<file path="src/rtl/serial_mem_target.sv">
module serial_mem_target #(
  parameter int ADDR_W = 5,
  parameter int PAGE_W = 3,
  parameter logic [3:0] DEV_TYPE = 4'b1010
) (
  input  logic       clk,
  input  logic       rst_n,
  input  logic       scl_i,
  input  logic       sda_i,
  input  logic [2:0] chip_sel,
  output logic       sda_oe
);
  localparam int DEPTH = 1 << ADDR_W;

  typedef enum logic [2:0] {ST_IDLE, ST_RX, ST_ACK, ST_TX, ST_MACK} st_t;
  typedef enum logic [1:0] {K_CTRL, K_ADDR, K_DATA} kind_t;

  logic [1:0] scl_ff, sda_ff;
  logic       scl_q, sda_q;
  wire        scl_s = scl_ff[1];
  wire        sda_s = sda_ff[1];

  always_ff @(posedge clk or negedge rst_n)
    if (!rst_n) begin
      scl_ff <= '1;
      sda_ff <= '1;
      scl_q  <= 1'b1;
      sda_q  <= 1'b1;
    end else begin
      scl_ff <= {scl_ff[0], scl_i};
      sda_ff <= {sda_ff[0], sda_i};
      scl_q  <= scl_s;
      sda_q  <= sda_s;
    end

  wire scl_rise  = scl_s & ~scl_q;
  wire scl_fall  = ~scl_s & scl_q;
  wire start_det = scl_s & scl_q & sda_q & ~sda_s;
  wire stop_det  = scl_s & scl_q & ~sda_q & sda_s;

  st_t               state;
  kind_t             kind;
  logic [3:0]        bitcnt;
  logic [7:0]        shreg;
  logic              rd_mode;
  logic              mack;
  logic [ADDR_W-1:0] ptr;
  logic [7:0]        mem [DEPTH];

  wire [ADDR_W-1:0] ptr_lin = ptr + ADDR_W'(1);
  wire [ADDR_W-1:0] ptr_page;

  generate
    if (PAGE_W >= ADDR_W) begin : g_flat
      assign ptr_page = ptr_lin;
    end else begin : g_page
      assign ptr_page = {ptr[ADDR_W-1:PAGE_W], ptr_lin[PAGE_W-1:0]};
    end
  endgenerate

  wire       ctrl_hit  = (shreg[7:4] == DEV_TYPE) && (shreg[3:1] == chip_sel);
  wire       byte_done = (state == ST_RX) && scl_fall && (bitcnt == 4'd8);
  wire       wr_en     = byte_done && (kind == K_DATA);
  wire [7:0] rd_byte   = mem[ptr];

  always_ff @(posedge clk or negedge rst_n)
    if (!rst_n) begin
      for (int i = 0; i < DEPTH; i++) mem[i] <= 8'h00;
    end else if (wr_en) begin
      mem[ptr] <= shreg;
    end

  always_ff @(posedge clk or negedge rst_n)
    if (!rst_n) begin
      state   <= ST_IDLE;
      kind    <= K_CTRL;
      bitcnt  <= 4'd0;
      shreg   <= 8'h00;
      rd_mode <= 1'b0;
      mack    <= 1'b0;
      ptr     <= '0;
      sda_oe  <= 1'b0;
    end else if (start_det) begin
      state  <= ST_RX;
      kind   <= K_CTRL;
      bitcnt <= 4'd0;
      sda_oe <= 1'b0;
    end else if (stop_det) begin
      state  <= ST_IDLE;
      sda_oe <= 1'b0;
    end else begin
      case (state)
        ST_RX: begin
          if (scl_rise && bitcnt != 4'd8) begin
            shreg  <= {shreg[6:0], sda_s};
            bitcnt <= bitcnt + 4'd1;
          end else if (byte_done) begin
            bitcnt <= 4'd0;
            case (kind)
              K_CTRL: begin
                if (ctrl_hit) begin
                  rd_mode <= shreg[0];
                  sda_oe  <= 1'b1;
                  state   <= ST_ACK;
                end else begin
                  state <= ST_IDLE;
                end
              end
              K_ADDR: begin
                ptr    <= shreg[ADDR_W-1:0];
                sda_oe <= 1'b1;
                state  <= ST_ACK;
              end
              default: begin
                ptr    <= ptr_page;
                sda_oe <= 1'b1;
                state  <= ST_ACK;
              end
            endcase
          end
        end
        ST_ACK: begin
          if (scl_fall) begin
            bitcnt <= 4'd0;
            if (kind == K_CTRL && rd_mode) begin
              shreg  <= rd_byte;
              ptr    <= ptr_lin;
              sda_oe <= ~rd_byte[7];
              state  <= ST_TX;
            end else begin
              sda_oe <= 1'b0;
              state  <= ST_RX;
              kind   <= (kind == K_CTRL) ? K_ADDR : K_DATA;
            end
          end
        end
        ST_TX: begin
          if (scl_fall) begin
            if (bitcnt == 4'd7) begin
              sda_oe <= 1'b0;
              state  <= ST_MACK;
            end else begin
              shreg  <= {shreg[6:0], 1'b0};
              sda_oe <= ~shreg[6];
              bitcnt <= bitcnt + 4'd1;
            end
          end
        end
        ST_MACK: begin
          if (scl_rise) begin
            mack <= ~sda_s;
          end else if (scl_fall) begin
            bitcnt <= 4'd0;
            if (mack) begin
              shreg  <= rd_byte;
              ptr    <= ptr_lin;
              sda_oe <= ~rd_byte[7];
              state  <= ST_TX;
            end else begin
              state <= ST_IDLE;
            end
          end
        end
        default: ;
      endcase
    end
endmodule

</file>
<file path="config.mk">
export PLATFORM = sky130hd
export DESIGN_NAME = serial_mem_target
export DESIGN_NICKNAME = d
export VERILOG_FILES = /design/src/rtl/serial_mem_target.sv
export SDC_FILE = /design/constraint.sdc
export NUM_CORES = 1
export LEC_CHECK = 0
export BUFFER_PORTS_ARGS = -buffer_cell sky130_fd_sc_hd__buf_2
export CELL_PAD_IN_SITES_DETAIL_PLACEMENT = 0
export CELL_PAD_IN_SITES_GLOBAL_PLACEMENT = 1
export CORE_UTILIZATION = 40
export DETAILED_ROUTE_END_ITERATION = 8
export HOLD_SLACK_MARGIN = 0.05
export PLACE_DENSITY = 0.67
export SLEW_MARGIN = 5
export SYNTH_ARGS = -nofsm -noshare
export SYNTH_HDL_FRONTEND = slang
export SYNTH_SLANG_ARGS = --single-unit
</file>
<file path="constraint.sdc">
create_clock -name clk -period 3.9 [get_ports clk]
set_input_delay 0.78 -clock clk [delete_from_list [all_inputs] [get_ports clk]]
set_output_delay 0.78 -clock clk [all_outputs]
set_load 0.02 [all_outputs]
</file>
==> flow_summary.yaml, run 1 <==
run_status:
  outcome: "completed"
global_routing:
  antenna_found_initial: 0
  grt_max_degree: 85
  grt_overflow_total: 0
  grt_usage_pct: 19.9
  grt_pass1_vias: 8979
  grt_pass1_wl_um: 54400
worst_setup_path:
  crit_required_ns: 4.40
  crit_type: "reg -> reg"
  path_max_fanout: 17
  critPathLaunchType: "register"
  end_kind: "register"
  arrival_ns: 3.68
synthesis:
  yosysSeqAreaShare_pct: 52.3
  ys_types: 61
  ys_warn_count: 0
  yosysMostFrequentCell: "mux2_2"
  syn_area_mm2: 0.0138
  synth.avg_cell_area_um2: 12.9
  ys_ff_latch: 287
  synth_nets: 1078
  synth_top_area_cell: "dfrtp_1"
  synth_ff_type: "dfrtp_1"
  synth_edf_count: 0
  synth_top_area_share_pct: 51.1
  async_reset_ff_share_pct: 100
  netlist_instances: 1065
  synthTopCellsByArea: "dfrtp_1, mux2_2, mux2i_1"
  synth_common_cells: "mux2_2, dfrtp_1, nand2_1"
worst_hold_path:
  hold_class: "in -> async"
final_layout:
  fin_util_pct: 45.5
  ff_latch_area_mm2: 0.00719
  layout.nets: 1073
  syn2layout_area_growth_pct: 11.4
  layout-drive-gt1-share_pct: 38.8
  antenna_cells: 0
  multi_input_area_mm2: 0.00623
  fillCellCount: 3116
routing:
  drt_iter0_drc: 567
  drt_pre_antenna_iters: 5
  ant_nets: 0
  wl_per_cell_um: 21.9
  drc: 0
  drt_wl_total_um: 33600
  dr_total_vias: 8560
  via_per_inst: 5.59
cts:
  root_buffer: "clkbuf_16"
  cts.htree.levels: 1
  hold_buffers: 0
  clockBufferDepth: 3
  cts_buffers: 31
  cts_tree: "yes"
  clock_latency_ns: 0.57
  clk_pin_slew_worst_paths_ns: 0.06
  clkSinkCount: 287
  cts-resized-gates: 0
  post_cts.repair.setup_buffers: 0
place:
  io_buffers: 7
  dp_hpwl_um: 22200
  gp_congestion: 0.848
power_and_ir_drop:
  cellLeakagePower_nw: 7.30
  p_switching_w: 0.00276
  sw_frac_of_total_pct: 33.2
  p_int_w: 0.00554
  clock_power_share_pct: 36.3
  p_comb_share_pct: 23.6
  p_per_area_mw_per_mm2: 542
  ir_drop_mv: 0.329
  seqPwrFrac_pct: 40.2
sta:
  finalHoldViolations: 0
  setup_viol: 0
  finalMaxSlewViolations: 0
  min_period_ns: 3.17
  fmax_mhz: 315
  tns_ns: 0
  worst-slew-pin-transition_ns: 1.05
  slew-limit-headroom_pct: 29.8
  post-route-period-util_pct: 81.3
  rsz0062_at_grt: "no"
  clock_skew_ns: 0.0234
die:
  die_w_um: 187
  rows: 67
  dieArea_mm2: 0.0351
  io-pin-count: 8
  die_h_um: 187
  core_mm2: 0.0337
  start_util_pct: 40.8
job:
  drv_cap: 0
[kinds of logic after synthesis]
group	synth area share, %
adders and majority gates	0.546
muxes	31.3
DFF	52.3
buffers and inverters	2.46
and+or+nand+nor	6.81
xor gates and xnor gates	0.191
AOI/OAI and AO/OA	6.41
[per-layer routing]
| layer | track usage, % | vias up | share of wire, % |
|---|---|---|---|
| met3 | 2.38 | 41 | 3.8 |
| met4 | 4.88 | 0 | 1.7 |
| met1 | 29.4 | 4475 | 49 |
| li1 | - | 3910 | - |
| met2 | 31.0 | 134 | 46 |
| met5 | 0 | - | 0 |
[area by class of cell]
type	instances	share of cell area, %
Clock buffer	45	5.73
Clock inverter	12	1.08
Timing Repair Buffer	36	1.80
Sequential cell	287	46.9
Multi-Input combinational cell	698	40.6
Tap cell	448	3.66
Inverter	6	0.147
[critical path, cell delays in order (launching register included)]
cell and delay [ns]:
dfrtp_1 0.60, or2b_1 0.44, a21oi_2 0.78, o311ai_2 0.49, or4_1 0.68, nand3_1 0.11
[sequential cells by signal, indices dropped and copies added, names as in the netlist, 2 cells and up]
signal / flops
state: 3
sda_ff: 2
bitcnt: 4
kind: 2
ptr: 5
shreg: 8
mem: 256
scl_ff: 2
[final timing paths]
path	cells after the start	from	slack, ns	endpoint
setup / recovery	5	state[1]$_DFFE_PN0P_	0.73	sda_oe$_DFFE_PN0P_
hold / removal	1	rst_n	0.16	mem[193]$_DFFE_PN0P_
setup reg to reg	5	state[1]$_DFFE_PN0P_	0.73	sda_oe$_DFFE_PN0P_
hold reg to reg	0	scl_ff[0]$_DFF_PN1_	0.36	scl_ff[1]$_DFF_PN1_
max in group asynchronous	2	rst_n	2.69	ptr[0]$_DFFE_PN0P_
min in group clk	1	sda_i	0.31	sda_ff[0]$_DFF_PN1_
[layout by cell type, fill, tap and decap left out, types with 6 or more instances in the layout]
cell       Yosys  routed
buf_2         18       6
mux4_2        16      16
nand3_1       10      10
dfstp_2        6       6
clkbuf_1      49       9
nor2_1        39      39
mux2_2       298     298
nand2b_1      14      14
and2_1         6       6
nand3b_1       6       6
a21oi_1       10      10
o22ai_1       38      38
clkinv_2       0       6
mux2i_1       59      59
dfrtp_1      281     280
clkbuf_16      0      31
inv_1          6       6
a31oi_1        6       6
o21ai_0       32      32
ha_1           6       6
buf_4          4      28
o221ai_1       8       8
nor3_1        12      12
nand2_1       60      60
[stage by stage]
stage | setup WS (ns) | power [W] | cells | hold slack (ns) | cell area [µm²]
finish | 0.728 | 0.00830 | 1532 | 0.163 | 15300
global route | 0.541 | 0.00871 | 1532 | 0.219 | 15300
CTS | 0.739 | 0.00840 | 1532 | 0.198 | 15300
detailed placement | 0.754 | 0.00535 | 1475 | 0.349 | 14300
global placement | 0.729 | 0.00536 | 1475 | 0.350 | 14300
floorplan | 1.63 | 0.00463 | 1065 | 0.345 | 13800
[power groups by stage]
stage | registers (W) | clock network (W) | logic [W]
floorplan | 0.00319 | 0 | 0.00144
global placement | 0.00339 | 0 | 0.00197
detailed placement | 0.00339 | 0 | 0.00197
CTS | 0.00334 | 0.00309 | 0.00197
global route | 0.00336 | 0.00322 | 0.00213
finish | 0.00334 | 0.00301 | 0.00196
Power figures use the tool's default switching activity.
==> inputs of run 2 (changes only) <==
==> constraint.sdc (replaced) <==
create_clock -name clk -period 3.2 [get_ports clk]
set_input_delay 0.64 -clock clk [delete_from_list [all_inputs] [get_ports clk]]
set_output_delay 0.64 -clock clk [all_outputs]
set_load 0.02 [all_outputs]
==> run 2 against run 1 <==
Effect of this change:
- first-iteration DRC count is 10% lower
- hold slack worse by 0.068 ns
- utilization is 1.2 points higher
- via count is 0.58% higher
- design area is 2.6% higher
- sequential power is 18% higher
- combinational power is 34% higher
- fmax is 10% higher
- total power is 30% higher
- critical path depth is 3 higher
- sequential cell count stayed put
- register-to-register slack worse by 0.41 ns
- critical path type unchanged
- largest power group is now the clock network
- highest routed layer unchanged
==> flow_summary.yaml, run 2 (synthesized netlist as in run 1, its figures left out) <==
run_status:
  outcome: "completed"
worst_hold_path:
  hold_class: "in -> async"
worst_setup_path:
  cp_top_family: "simple AND/OR/NAND/NOR gates"
  path_buf_inv: 1
  reg2reg_depth: 8
  cp_slowest_cell: "and2_1"
  rr_endpoint: "mem[41]$_DFFE_PN0P_"
  crit_path_max_incr_delay_ns: 0.55
  critPathLaunchType: "register"
  crit_path_cell_trace: "inv_1 > ha_1 > and3b_1 > nand3_1 > nor3b_2 > and2_1 > nand2_1 > mux2_2"
  end_kind: "register"
  path_max_fanout: 8
  crit_type: "reg -> reg"
  arrival_ns: 3.27
  crit_required_ns: 3.59
  reg2reg_slack_ns: 0.32
  r2r-start: "bitcnt[0]$_DFFE_PN0P_"
cts:
  clock_latency_ns: 0.52
  post_cts.repair.setup_buffers: 0
  cts_buffers: 34
  clk_pin_slew_worst_paths_ns: 0.06
  cts_tree: "yes"
  cts.htree.levels: 2
  root_buffer: "clkbuf_16"
  hold_buffers: 0
  clkSinkCount: 287
  cts-resized-gates: 0
  clockBufferDepth: 3
global_routing:
  grt_max_degree: 74
  grt_pass1_wl_um: 54300
  antenna_found_initial: 0
  grt_usage_pct: 19.9
  grt_pass1_vias: 9067
  grt_overflow_total: 0
final_layout:
  fin_area_mm2: 0.0157
  fillCellCount: 3057
  syn2layout_area_growth_pct: 14.3
  reg.largest.list: "mem: 256 flops, shreg: 8 flops, ptr: 5 flops"
  antenna_cells: 0
  layout_common_cells: "mux2_2, dfrtp_1, nand2_1"
  largest_reg_flops: 256
  layout.nets: 1097
  final_common_cell: "mux2_2"
  top_register: "mem"
  layout-drive-gt1-share_pct: 40.8
routing:
  drt_wl_total_um: 33500
  dr_total_vias: 8610
  wl_per_cell_um: 21.5
  drc: 0
  via_per_inst: 5.53
  ant_nets: 0
  drt_iter0_drc: 508
  drt_pre_antenna_iters: 5
job:
  drv_cap: 0
sta:
  tns_ns: 0
  finalHoldViolations: 0
  clock_skew_ns: 0.0236
  post-route-period-util_pct: 90.1
  finalMaxSlewViolations: 0
  worst-slew-pin-transition_ns: 0.653
  slew-limit-headroom_pct: 56.5
  min_period_ns: 2.88
  setup_viol: 0
  fmax_mhz: 347
  rsz0062_at_grt: "no"
die:
  core_mm2: 0.0337
  die_w_um: 187
  io-pin-count: 8
  die_h_um: 187
  dieArea_mm2: 0.0351
  start_util_pct: 40.8
  rows: 67
power_and_ir_drop:
  p_comb_share_pct: 24.4
  p_total_w: 0.0108
  ir_drop_mv: 0.570
  p_int_w: 0.00732
  p_switching_w: 0.00345
  cellLeakagePower_nw: 7.52
  seqPwrFrac_pct: 36.6
  p_per_area_mw_per_mm2: 685
  clock_power_share_pct: 38.9
  sw_frac_of_total_pct: 32.0
place:
  place_area_mm2: 0.0145
  gp_congestion: 0.836
  io_buffers: 7
  dp_hpwl_um: 21800
-- run 2: changes by cell type in the layout (fill, tap and decap cells not counted) --
cell / delta
buf_12: +4
clkbuf_16: +4
buf_4: +17
clkbuf_8: +3
inv_6: +1
clkbuf_1: -6
bufinv_16: +2
-- run 2: stage by stage --
step	cells	hold slack [ns]	utilization [%]	worst slack (ns)
floorplan	1065	0.344	-	0.934
global placement	1496	0.351	43.0	0.364
detailed placement	1496	0.349	43.0	0.307
CTS	1557	0.120	46.6	0.308
global route	1557	0.133	46.6	0.0963
finish	1557	0.0949	46.6	0.316
-- run 2: final cells by class --
type / instances / area [µm²] / area share, %
multi-input cells: 698 / 6230 / 39.6
clock buffers: 46 / 997 / 6.35
repair buffers: 57 / 483 / 3.07
clock inverters: 15 / 234 / 1.49
inverters: 6 / 22.5 / 0.143
flip-flops and latches: 287 / 7190 / 45.8
well taps: 448 / 561 / 3.57
-- run 2: how the worst max path moves through the flow --
stage	startpoint	endpoint	depth (start not counted)	slack, ns
floorplan	ptr[0]$_DFFE_PN0P_	mem[168]$_DFFE_PN0P_	9	0.93
global placement	bitcnt[0]$_DFFE_PN0P_	mem[45]$_DFFE_PN0P_	8	0.36
detailed placement	bitcnt[0]$_DFFE_PN0P_	mem[41]$_DFFE_PN0P_	8	0.31
CTS	bitcnt[0]$_DFFE_PN0P_	mem[41]$_DFFE_PN0P_	8	0.31
global route	bitcnt[0]$_DFFE_PN0P_	mem[47]$_DFFE_PN0P_	8	0.1
finish	bitcnt[0]$_DFFE_PN0P_	mem[41]$_DFFE_PN0P_	8	0.32
-- run 2: layer usage --
metal  share of wire (%)  wire [µm]  track usage (%)
met3                 4.0       1340             3.32
met2                  46      15500             31.4
met4                 2.4        808             5.50
met1                  47      15800             28.3
met5                   0          0                0
-- run 2: power groups by stage --
stage | combinational, W | sequential, W | clock, W
floorplan | 0.00175 | 0.00388 | 0
global placement | 0.00265 | 0.00401 | 0
detailed placement | 0.00265 | 0.00401 | 0
CTS | 0.00265 | 0.00395 | 0.00428
global route | 0.00286 | 0.00397 | 0.00444
finish | 0.00263 | 0.00395 | 0.00419
